`src/rtl/pwm_bank_pkg.sv`:
```
package pwm_bank_pkg;
  parameter int CNT_W  = 16;
  parameter int REG_W  = 32;
  parameter int EN_POS = 31;
  parameter int UP_POS = 30;
  parameter int HI_LSB = 16;

  typedef struct packed {
    logic [CNT_W-1:0] hi;
    logic [CNT_W-1:0] div;
    logic [CNT_W-1:0] pre;
  } pwm_cfg_t;
endpackage

```
`src/rtl/pwm_chan_regs.sv`:
```
module pwm_chan_regs
  import pwm_bank_pkg::*;
(
  input  logic             clk,
  input  logic             rst,
  input  logic             wr_cfg,
  input  logic             wr_ctl,
  input  logic [REG_W-1:0] wdata,
  input  logic             clr_up,
  input  logic             park,
  output pwm_cfg_t         stg,
  output logic             en_flag,
  output logic             up_flag,
  output logic [REG_W-1:0] img_cfg,
  output logic [REG_W-1:0] img_ctl
);
  localparam int GAP_W = REG_W - CNT_W - 2;

  pwm_cfg_t stg_q;
  logic     en_q, up_q;
  logic     unused_wbits;

  assign unused_wbits = ^wdata[UP_POS-1:CNT_W];

  always_ff @(posedge clk) begin
    if (rst) begin
      stg_q <= '0;
      en_q  <= 1'b0;
      up_q  <= 1'b0;
    end else begin
      if (clr_up) up_q <= 1'b0;
      if (park) begin
        stg_q.div <= CNT_W'(1);
        stg_q.pre <= '0;
      end
      if (wr_cfg) begin
        stg_q.div <= wdata[CNT_W-1:0];
        stg_q.hi  <= wdata[HI_LSB +: CNT_W];
      end
      if (wr_ctl) begin
        stg_q.pre <= wdata[CNT_W-1:0];
        up_q      <= wdata[UP_POS];
        en_q      <= wdata[EN_POS];
      end
    end
  end

  assign stg     = stg_q;
  assign en_flag = en_q;
  assign up_flag = up_q;
  assign img_cfg = {stg_q.hi, stg_q.div};
  assign img_ctl = {en_q, up_q, {GAP_W{1'b0}}, stg_q.pre};


  up_clear_src_chk: assert property (@(posedge clk) disable iff (rst)
    $fell(up_q) |-> $past(clr_up || wr_ctl));


  park_div_chk: assert property (@(posedge clk) disable iff (rst)
    (park && !wr_cfg) |=> (stg_q.div == CNT_W'(1)));


  park_pre_chk: assert property (@(posedge clk) disable iff (rst)
    (park && !wr_ctl) |=> (stg_q.pre == '0));
endmodule

```
`src/rtl/pwm_timebase.sv`:
```
module pwm_timebase
  import pwm_bank_pkg::*;
(
  input  logic             clk,
  input  logic             rst,
  input  logic             run,
  input  logic [CNT_W-1:0] pre_lim,
  input  logic [CNT_W-1:0] div_lim,
  output logic [CNT_W-1:0] slot,
  output logic             wrap
);
  logic [CNT_W-1:0] pre_cnt, per_cnt;
  logic             pre_end;

  assign pre_end = (pre_cnt == pre_lim);
  assign wrap    = run && pre_end && (per_cnt == div_lim);
  assign slot    = per_cnt;

  always_ff @(posedge clk) begin
    if (rst || !run) begin
      pre_cnt <= '0;
      per_cnt <= '0;
    end else if (pre_end) begin
      pre_cnt <= '0;
      per_cnt <= (per_cnt == div_lim) ? '0 : per_cnt + 1'b1;
    end else begin
      pre_cnt <= pre_cnt + 1'b1;
    end
  end


  cnt_range_chk: assert property (@(posedge clk) disable iff (rst)
    run |-> (per_cnt <= div_lim && pre_cnt <= pre_lim));


  idle_zero_chk: assert property (@(posedge clk) disable iff (rst)
    !run |=> (per_cnt == '0 && pre_cnt == '0));
endmodule

```
`src/rtl/pwm_chan_ctrl.sv`:
```
module pwm_chan_ctrl
  import pwm_bank_pkg::*;
(
  input  logic     clk,
  input  logic     rst,
  input  pwm_cfg_t stg,
  input  logic     en_flag,
  input  logic     up_flag,
  input  logic     wrap,
  output logic     running,
  output pwm_cfg_t act,
  output logic     clr_up,
  output logic     park
);
  logic     run_q;
  pwm_cfg_t act_q;
  logic     launch, commit, stop, drop, load;

  assign launch = !run_q && en_flag && up_flag;
  assign drop   = !run_q && !en_flag && up_flag;
  assign commit = run_q && wrap && en_flag && up_flag;
  assign stop   = run_q && wrap && !en_flag;
  assign load   = launch || commit;

  assign clr_up = launch || drop || commit || stop;
  assign park   = stop;

  always_ff @(posedge clk) begin
    if (rst) begin
      run_q <= 1'b0;
      act_q <= '0;
    end else begin
      if (load) act_q <= stg;
      if (launch)    run_q <= 1'b1;
      else if (stop) run_q <= 1'b0;
    end
  end

  assign running = run_q;
  assign act     = act_q;


  stop_at_wrap_chk: assert property (@(posedge clk) disable iff (rst)
    $fell(run_q) |-> $past(wrap && !en_flag));


  act_hold_chk: assert property (@(posedge clk) disable iff (rst)
    (run_q && !wrap) |=> $stable(act_q));


  launch_chk: assert property (@(posedge clk) disable iff (rst)
    (!run_q && en_flag && up_flag) |=> (run_q && !up_flag));
endmodule

```
`src/rtl/pwm_bank.sv`:
```
module pwm_bank
  import pwm_bank_pkg::*;
#(
  parameter int NUM_CH = 4,
  parameter int ADDR_W = 5
) (
  input  logic              clk,
  input  logic              rst,
  input  logic [ADDR_W-1:0] bus_addr,
  input  logic [REG_W-1:0]  bus_wdata,
  input  logic              bus_we,
  input  logic              bus_re,
  output logic [REG_W-1:0]  bus_rdata,
  output logic [NUM_CH-1:0] pwm_o
);
  localparam int IDX_W = ADDR_W - 3;

  logic [IDX_W-1:0]  ch_idx;
  logic              sel_ctl;
  logic              unused_abits;
  logic [REG_W-1:0]  img_cfg [NUM_CH];
  logic [REG_W-1:0]  img_ctl [NUM_CH];
  logic [REG_W-1:0]  rd_mux;
  logic [NUM_CH-1:0] run_v;
  logic [NUM_CH-1:0] out_q;

  assign ch_idx       = bus_addr[ADDR_W-1:3];
  assign sel_ctl      = bus_addr[2];
  assign unused_abits = ^bus_addr[1:0];

  for (genvar i = 0; i < NUM_CH; i++) begin : g_ch
    logic             wr_cfg, wr_ctl, hit;
    logic             en_flag, up_flag, clr_up, park, wrap;
    logic [CNT_W-1:0] slot;
    pwm_cfg_t         stg, act;

    assign hit    = bus_we && (ch_idx == IDX_W'(i));
    assign wr_cfg = hit && !sel_ctl;
    assign wr_ctl = hit && sel_ctl;

    pwm_chan_regs u_regs (
      .clk(clk), .rst(rst), .wr_cfg(wr_cfg), .wr_ctl(wr_ctl),
      .wdata(bus_wdata), .clr_up(clr_up), .park(park), .stg(stg),
      .en_flag(en_flag), .up_flag(up_flag),
      .img_cfg(img_cfg[i]), .img_ctl(img_ctl[i])
    );

    pwm_chan_ctrl u_ctrl (
      .clk(clk), .rst(rst), .stg(stg), .en_flag(en_flag),
      .up_flag(up_flag), .wrap(wrap), .running(run_v[i]), .act(act),
      .clr_up(clr_up), .park(park)
    );

    pwm_timebase u_tb (
      .clk(clk), .rst(rst), .run(run_v[i]), .pre_lim(act.pre),
      .div_lim(act.div), .slot(slot), .wrap(wrap)
    );

    always_ff @(posedge clk) begin
      if (rst) out_q[i] <= 1'b0;
      else     out_q[i] <= run_v[i] && (slot < act.hi);
    end


    park_low_chk: assert property (@(posedge clk) disable iff (rst)
      !run_v[i] |=> !out_q[i]);
  end

  always_comb begin
    rd_mux = '0;
    for (int k = 0; k < NUM_CH; k++) begin
      if (ch_idx == IDX_W'(k)) rd_mux = sel_ctl ? img_ctl[k] : img_cfg[k];
    end
  end

  always_ff @(posedge clk) begin
    if (rst)         bus_rdata <= '0;
    else if (bus_re) bus_rdata <= rd_mux;
  end

  assign pwm_o = out_q;
endmodule

```
`config.mk`:
```
export PLATFORM = sky130hd
export DESIGN_NAME = pwm_bank
export DESIGN_NICKNAME = d
export VERILOG_FILES = /design/src/rtl/pwm_bank_pkg.sv /design/src/rtl/pwm_chan_regs.sv /design/src/rtl/pwm_timebase.sv /design/src/rtl/pwm_chan_ctrl.sv /design/src/rtl/pwm_bank.sv
export SDC_FILE = /design/constraint.sdc
export NUM_CORES = 1
export LEC_CHECK = 0
export BUFFER_PORTS_ARGS = -buffer_cell sky130_fd_sc_hd__buf_2
export CORE_AREA = 8 8 271 273
export DETAILED_ROUTE_END_ITERATION = 6
export DIE_AREA = 0 0 279 281
export PLACE_DENSITY = 0.61
export SLEW_MARGIN = 0
export SYNTH_ARGS = -nofsm -noshare
export SYNTH_HDL_FRONTEND = slang
export SYNTH_SLANG_ARGS = --single-unit
```
`constraint.sdc`:
```
create_clock -name clk -period 2.07 [get_ports clk]
set_input_delay 0.414 -clock clk [delete_from_list [all_inputs] [get_ports clk]]
set_output_delay 0.414 -clock clk [all_outputs]
set_load 0.02 [all_outputs]
```
* Word-level counts from Yosys, hierarchy flattened *
Cells that the tools add are included.

storage, ports and cells
  output and inout bits = 36
  register bits = 560
  logic and storage cells = 218
  input port bits = 41

cells by class
  reductions and logical operators = 106
  eq/ne operators = 11
  add/subtract/negate cells = 8
  $lt $le $gt $ge = 4
  mux-type cells = 40

operator list
  cell                                           count
  2-to-1 mux 32 bit                              12
  2-to-1 mux 16 bit                              12
  adder 16 x 1 -> 16 bit, second input constant  8
  == test 16 bit                                 8
  < comparator 16 bit                            4
  logical AND 1 bit                              56
  nonzero test 2 bit                             16
  logical OR 1 bit                               20
  2-to-1 mux 1 bit                               16
  logical NOT 1 bit                              9
  OR reduction 2 bit                             4
  == test 2 bit, second input constant           2
  == test 2 x 1 -> 1 bit, second input constant  1
  logical NOT 2 bit                              1

* Logic depth before layout (Yosys ltp) *
  depth in word-level cells = 10
  gate-level depth with buffers = 9
  gate-level depth less buffers = 7

* Modules after synthesis *
From an unflattened synthesis, not the netlist that was laid out.

second synthesis, totals
  cell total of the unflattened synthesis = 3232
  area total of the unflattened synthesis = 31079.8 um^2

by module, submodules not included
  module                           cells an instance  times used  area each (um^2)  sequential area each (um^2)
  pwm_chan_regs                    268                4           2602.5            1001.0
  pwm_chan_ctrl                    218                4           2208.4            980.9
  pwm_timebase (g_ch[1].u_tb ...)  204                3           1809.2            640.6
  pwm_bank                         472                1           4575.6            720.7
  pwm_timebase (g_ch[0].u_tb)      204                1           1833.0            640.6

* Worst setup path after synthesis *
OpenSTA, ideal clock, no wires.

  path type = input to register
  start = input port bus_addr[4]
  end = register bus_rdata[20]
  slack = 0.075 ns
  cell stages on the path = 5
  path buffers = 2
  required time = 1.942 ns
  data arrival time = 1.868 ns
  setup time = 0.128 ns
  cells stage by stage = buf_2 > buf_1 > mux4_2 > a21oi_1 > nor2_1

on the way
  word-level cells in the longest chain between the ends = 5
  elaborated cells between the ends (all ways) = 8
  those cells by class = eq/ne (3); mux (4); reduce/logical (1)

ends and longest elaborated chain
  what                            line            RTL
  from (decl)                     pwm_bank.sv:9   input logic [ADDR_W-1:0] bus_addr,
  logical NOT 2 bit               pwm_bank.sv:72  if (ch_idx == IDX_W'(k)) rd_mux = sel_ctl ? img_ctl[k] : img_cfg[k];
  2-to-1 mux 32 bit (3 in a row)  pwm_bank.sv:72
  2-to-1 mux 32 bit (*)           pwm_bank.sv:72
  to (signal assigned)            pwm_bank.sv:78  else if (bus_re) bus_rdata <= rd_mux;
  to (decl)                       pwm_bank.sv:13  output logic [REG_W-1:0] bus_rdata,

Mark *: on every way between the ends. The rest lies on a longest branch, timed or not.
A chain may end at the register's enable or synchronous reset.

* Worst setup path in the final report *
  start = register g_ch[0].u_ctrl.act_q, in the netlist g_ch[0].u_ctrl.act[12]
  end = register g_ch[0].u_tb.per_cnt[11]

on the way
  word-level cells in the longest chain between the ends = 1

ends and longest elaborated chain
  what                    line                 RTL
  from (decl)             pwm_chan_ctrl.sv:16  pwm_cfg_t act_q;
  from (signal assigned)  pwm_chan_ctrl.sv:33  if (load) act_q <= stg;
  == test 16 bit          pwm_timebase.sv:15   assign pre_end = (pre_cnt == pre_lim);
  to (signal assigned)    pwm_timebase.sv:25   per_cnt <= (per_cnt == div_lim) ? '0 : per_cnt + 1'b1;
  to (decl)               pwm_timebase.sv:12   logic [CNT_W-1:0] pre_cnt, per_cnt;

Every way passes these cells.

==> reports/results.txt <==
Status -> complete, but fails checks
Failing checks -> DRC
Max Root-Sink Buffers -> 3
GRT Overall Usage -> 24.6%
Leakage -> 0.0135 µW
Sequential share of power -> 45.4%
Router iterations before antenna repair -> 7
Top FF cell, synth -> dfxtp_1
Critical path class -> reg2reg
Max VDD drop -> 0.502 mV
Count leader, synth -> dfxtp_1
Slew @ Worst Pin -> 0.611 ns
Largest net degree at the start of global routing -> 97
Clk_lat worst skew -> 0.62 ns
Setup WS pre-CTS -> -0.0245 ns
Period minus WS final -> 2.04 ns
Slew margin rel. -> 59.2%
Synth top area share -> 36.5%
Comb power frac -> 4.9%
Critical path launch point type -> flop
Synth Instances -> 3,680
Synth top cells by count -> dfxtp_1 (560), nand2_1 (396), clkbuf_1 (294), nor2_1 (255), nand3_1 (245)
Via count -> 29,000
Mapped Avg Cell Area -> 8.34 µm²
Final Hold Vio Count -> 0
Post-DP Area -> 33,400 µm²
Max-Cap Viols -> 0
DR iter-0 viols -> 3,364
Worst Path Required -> 2.61 ns
Total grt overflow -> 0
Top post-synthesis cells by area -> dfxtp_1 (37%), o311ai_0 (5.6%), nor4b_1 (5.5%), nand2_1 (4.8%), xor2_1 (4.6%)
CP Capture Type -> flop
Die Height -> 281 µm
Final setup vio count -> 0
Total Wirelength -> 102 mm
CTS tree -> built
Die ar. -> 78,400 µm²
First-pass GRT wire length -> 157 mm
Vias in the first global route -> 26,200
Max Freq -> 0.490 GHz
Area leader, netlist -> dfxtp_1
Clock Skew -> 0.0229 ns
Switch Pwr -> 5990 µW
Crit-path max FO -> 5
Area grow syn2layout -> 18.6%
Root Buffer -> clkbuf_16
WL/cell -> 21.5 µm
Port buffer count -> 74
HPWL after detailed placement -> 69.0 mm
Clk pin slew, worst setup/hold paths -> 0.06 ns
Net count after synthesis -> 3,789
RSZ-0062 raised after global routing -> yes
Nets -> 3,853
Final Util -> 52.5%
EDFF count, synth -> 0
Final instance area -> 36,400 µm²
Final ANT Viol Nets -> 0
Pint -> 18,300 µW
Placed cell count -> 4,592
CTS sink cnt -> 560
Worst Path Arrival -> 2.58 ns
Initial Util -> 44.3%
Mapped cell area -> 30,700 µm²
DRC violations left -> 1
Synthesized flop and latch total -> 560
Vias per std cell -> 6.12
Global placement routability congestion -> 0.863
H-tree Lvls -> 3
Worst setup margin -> 0.0305 ns
Tcrit/Tclk final -> 98.5%
Share of cells above drive strength 1 -> 19.1%
Core region area -> 69,300 µm²
Non-filler instance count after layout -> 4,739
Total Negative Setup Slacks -> 0 ns
Synth Warn # -> 0
Switch share -> 24.6%
Die Wd -> 279 µm
Sequential fraction of the synthesis area -> 36.5%
Hold buffer count at CTS -> 0
Antenna violations before repair -> 1
Cell variety after synth -> 48
Fraction of registers with async set/reset -> 0%
Clock power share -> 49.7%
# rows -> 97
Pwr Density -> 669 nW/µm²
Slew Viols, Final -> 0
HP Class -> in2reg
Total CTS buffers -> 67
IO Pins -> 77
## state kept, by name, indices dropped and copies added (netlist names)
signal	cells
g_ch.u_ctrl.act	192
g_ch.u_regs.img_cfg	128
g_ch.u_regs.img_ctl	64
g_ch.u_tb.pre_cnt	64
g_ch.u_tb.slot	64
bus_rdata	32
g_ch.u_ctrl.running	4
g_ch.u_regs.en_flag	4
g_ch.u_regs.up_flag	4
pwm_o	4
## area by class of cell
type | instances | area (µm²)
clock buffer | 92 | 1870
sequential | 560 | 11200
clock inverter | 29 | 357
multi-input combinational | 2673 | 18000
fill | 6410 | 32900
antenna | 3 | 7.51
timing repair buffer | 369 | 3390
inverter | 73 | 282
tap | 940 | 1180
## placed cells by master (no fill, tap or decap), types with 45 or more instances in the layout
cell type  synthesis  routed
and3_1           163     163
o311ai_0         196     174
clkbuf_16          0      76
a21oi_1          167     157
dfxtp_1          560     540
nand3_1          245     245
a31oi_1          200     196
nor4b_1          192     192
inv_1             72      72
buf_4              0     222
nor2_1           255     251
nand4_1           52      52
a31o_2           123     123
ha_1              68      68
nand2_1          396     392
buf_12             0      45
buf_2             57      73
xor2_1           161     159
nor3b_1           49      49
## critical path, stage by stage (launching register included)
cell       delay [ns]
dfxtp_2          0.33
xor2_1           0.16
nor4_2           0.33
nand4_1          0.26
buf_4            0.23
clkbuf_16        0.15
or3_1            0.37
a21oi_2          0.14
## repair_timing
action / CTS / global route
cloned: 0 / 12
endpoints found under the setup margin: 47 / 366
pin swaps: 0 / 41
buffers inserted: 0 / 11
resized for setup: 3 / 114
hold endpoints to repair: 0 / 0
## routing by layer
layer | vias to the layer above | GRT usage, % | part of all wire [%]
li1 | 13900 | - | -
met4 | 0 | 6.50 | 2.5
met1 | 14000 | 35.3 | 46
met3 | 136 | 3.44 | 6.4
met5 | - | 0 | 0
met2 | 932 | 38.4 | 45
## cells by family (layout without fill, tap and decap cells)
logic type / after synthesis / in the layout / share of synthesized area, %
mux: 67 / 67 / 3.82
buf+inv: 447 / 563 / 5.70
fa+ha+maj: 68 / 68 / 2.77
simple gates: 1526 / 1526 / 26.8
other cells: 0 / 3 / 0
flops: 560 / 560 / 36.5
compound gates: 824 / 824 / 19.0
xor+xnor: 188 / 188 / 5.37
## through the flow
stage | power, µW | hold WS [ns]
floorplan | 11900 | 0.440
global placement | 12400 | 0.468
detailed placement | 12400 | 0.469
CTS | 24500 | 0.0500
global route | 25000 | 0.0698
finish | 24300 | 0.0843
## power by group through the flow
stage / logic, µW / registers (µW) / clock network, µW
2_1_floorplan: 670 / 11200 / 0
3_3_place_gp: 1160 / 11300 / 0
3_5_place_dp: 1170 / 11300 / 0
4_1_cts: 1170 / 11000 / 12300
5_1_grt: 1260 / 11000 / 12700
6_report: 1190 / 11000 / 12100
## worst paths after layout
path / end / start / slack (ns) / cells past startpoint
hold reg to reg: bus_rdata[1] / bus_rdata[1] / 0.48 / 2
setup reg to reg: g_ch[0].u_tb.slot[11] / g_ch[0].u_ctrl.act[12] / 0.03 / 7
setup / recovery: g_ch[0].u_tb.slot[11] / g_ch[0].u_ctrl.act[12] / 0.03 / 7
hold / removal: g_ch[3].u_regs.img_cfg[18] / bus_wdata[18] / 0.08 / 3
No activity file was read; power rests on OpenSTA's default activity.
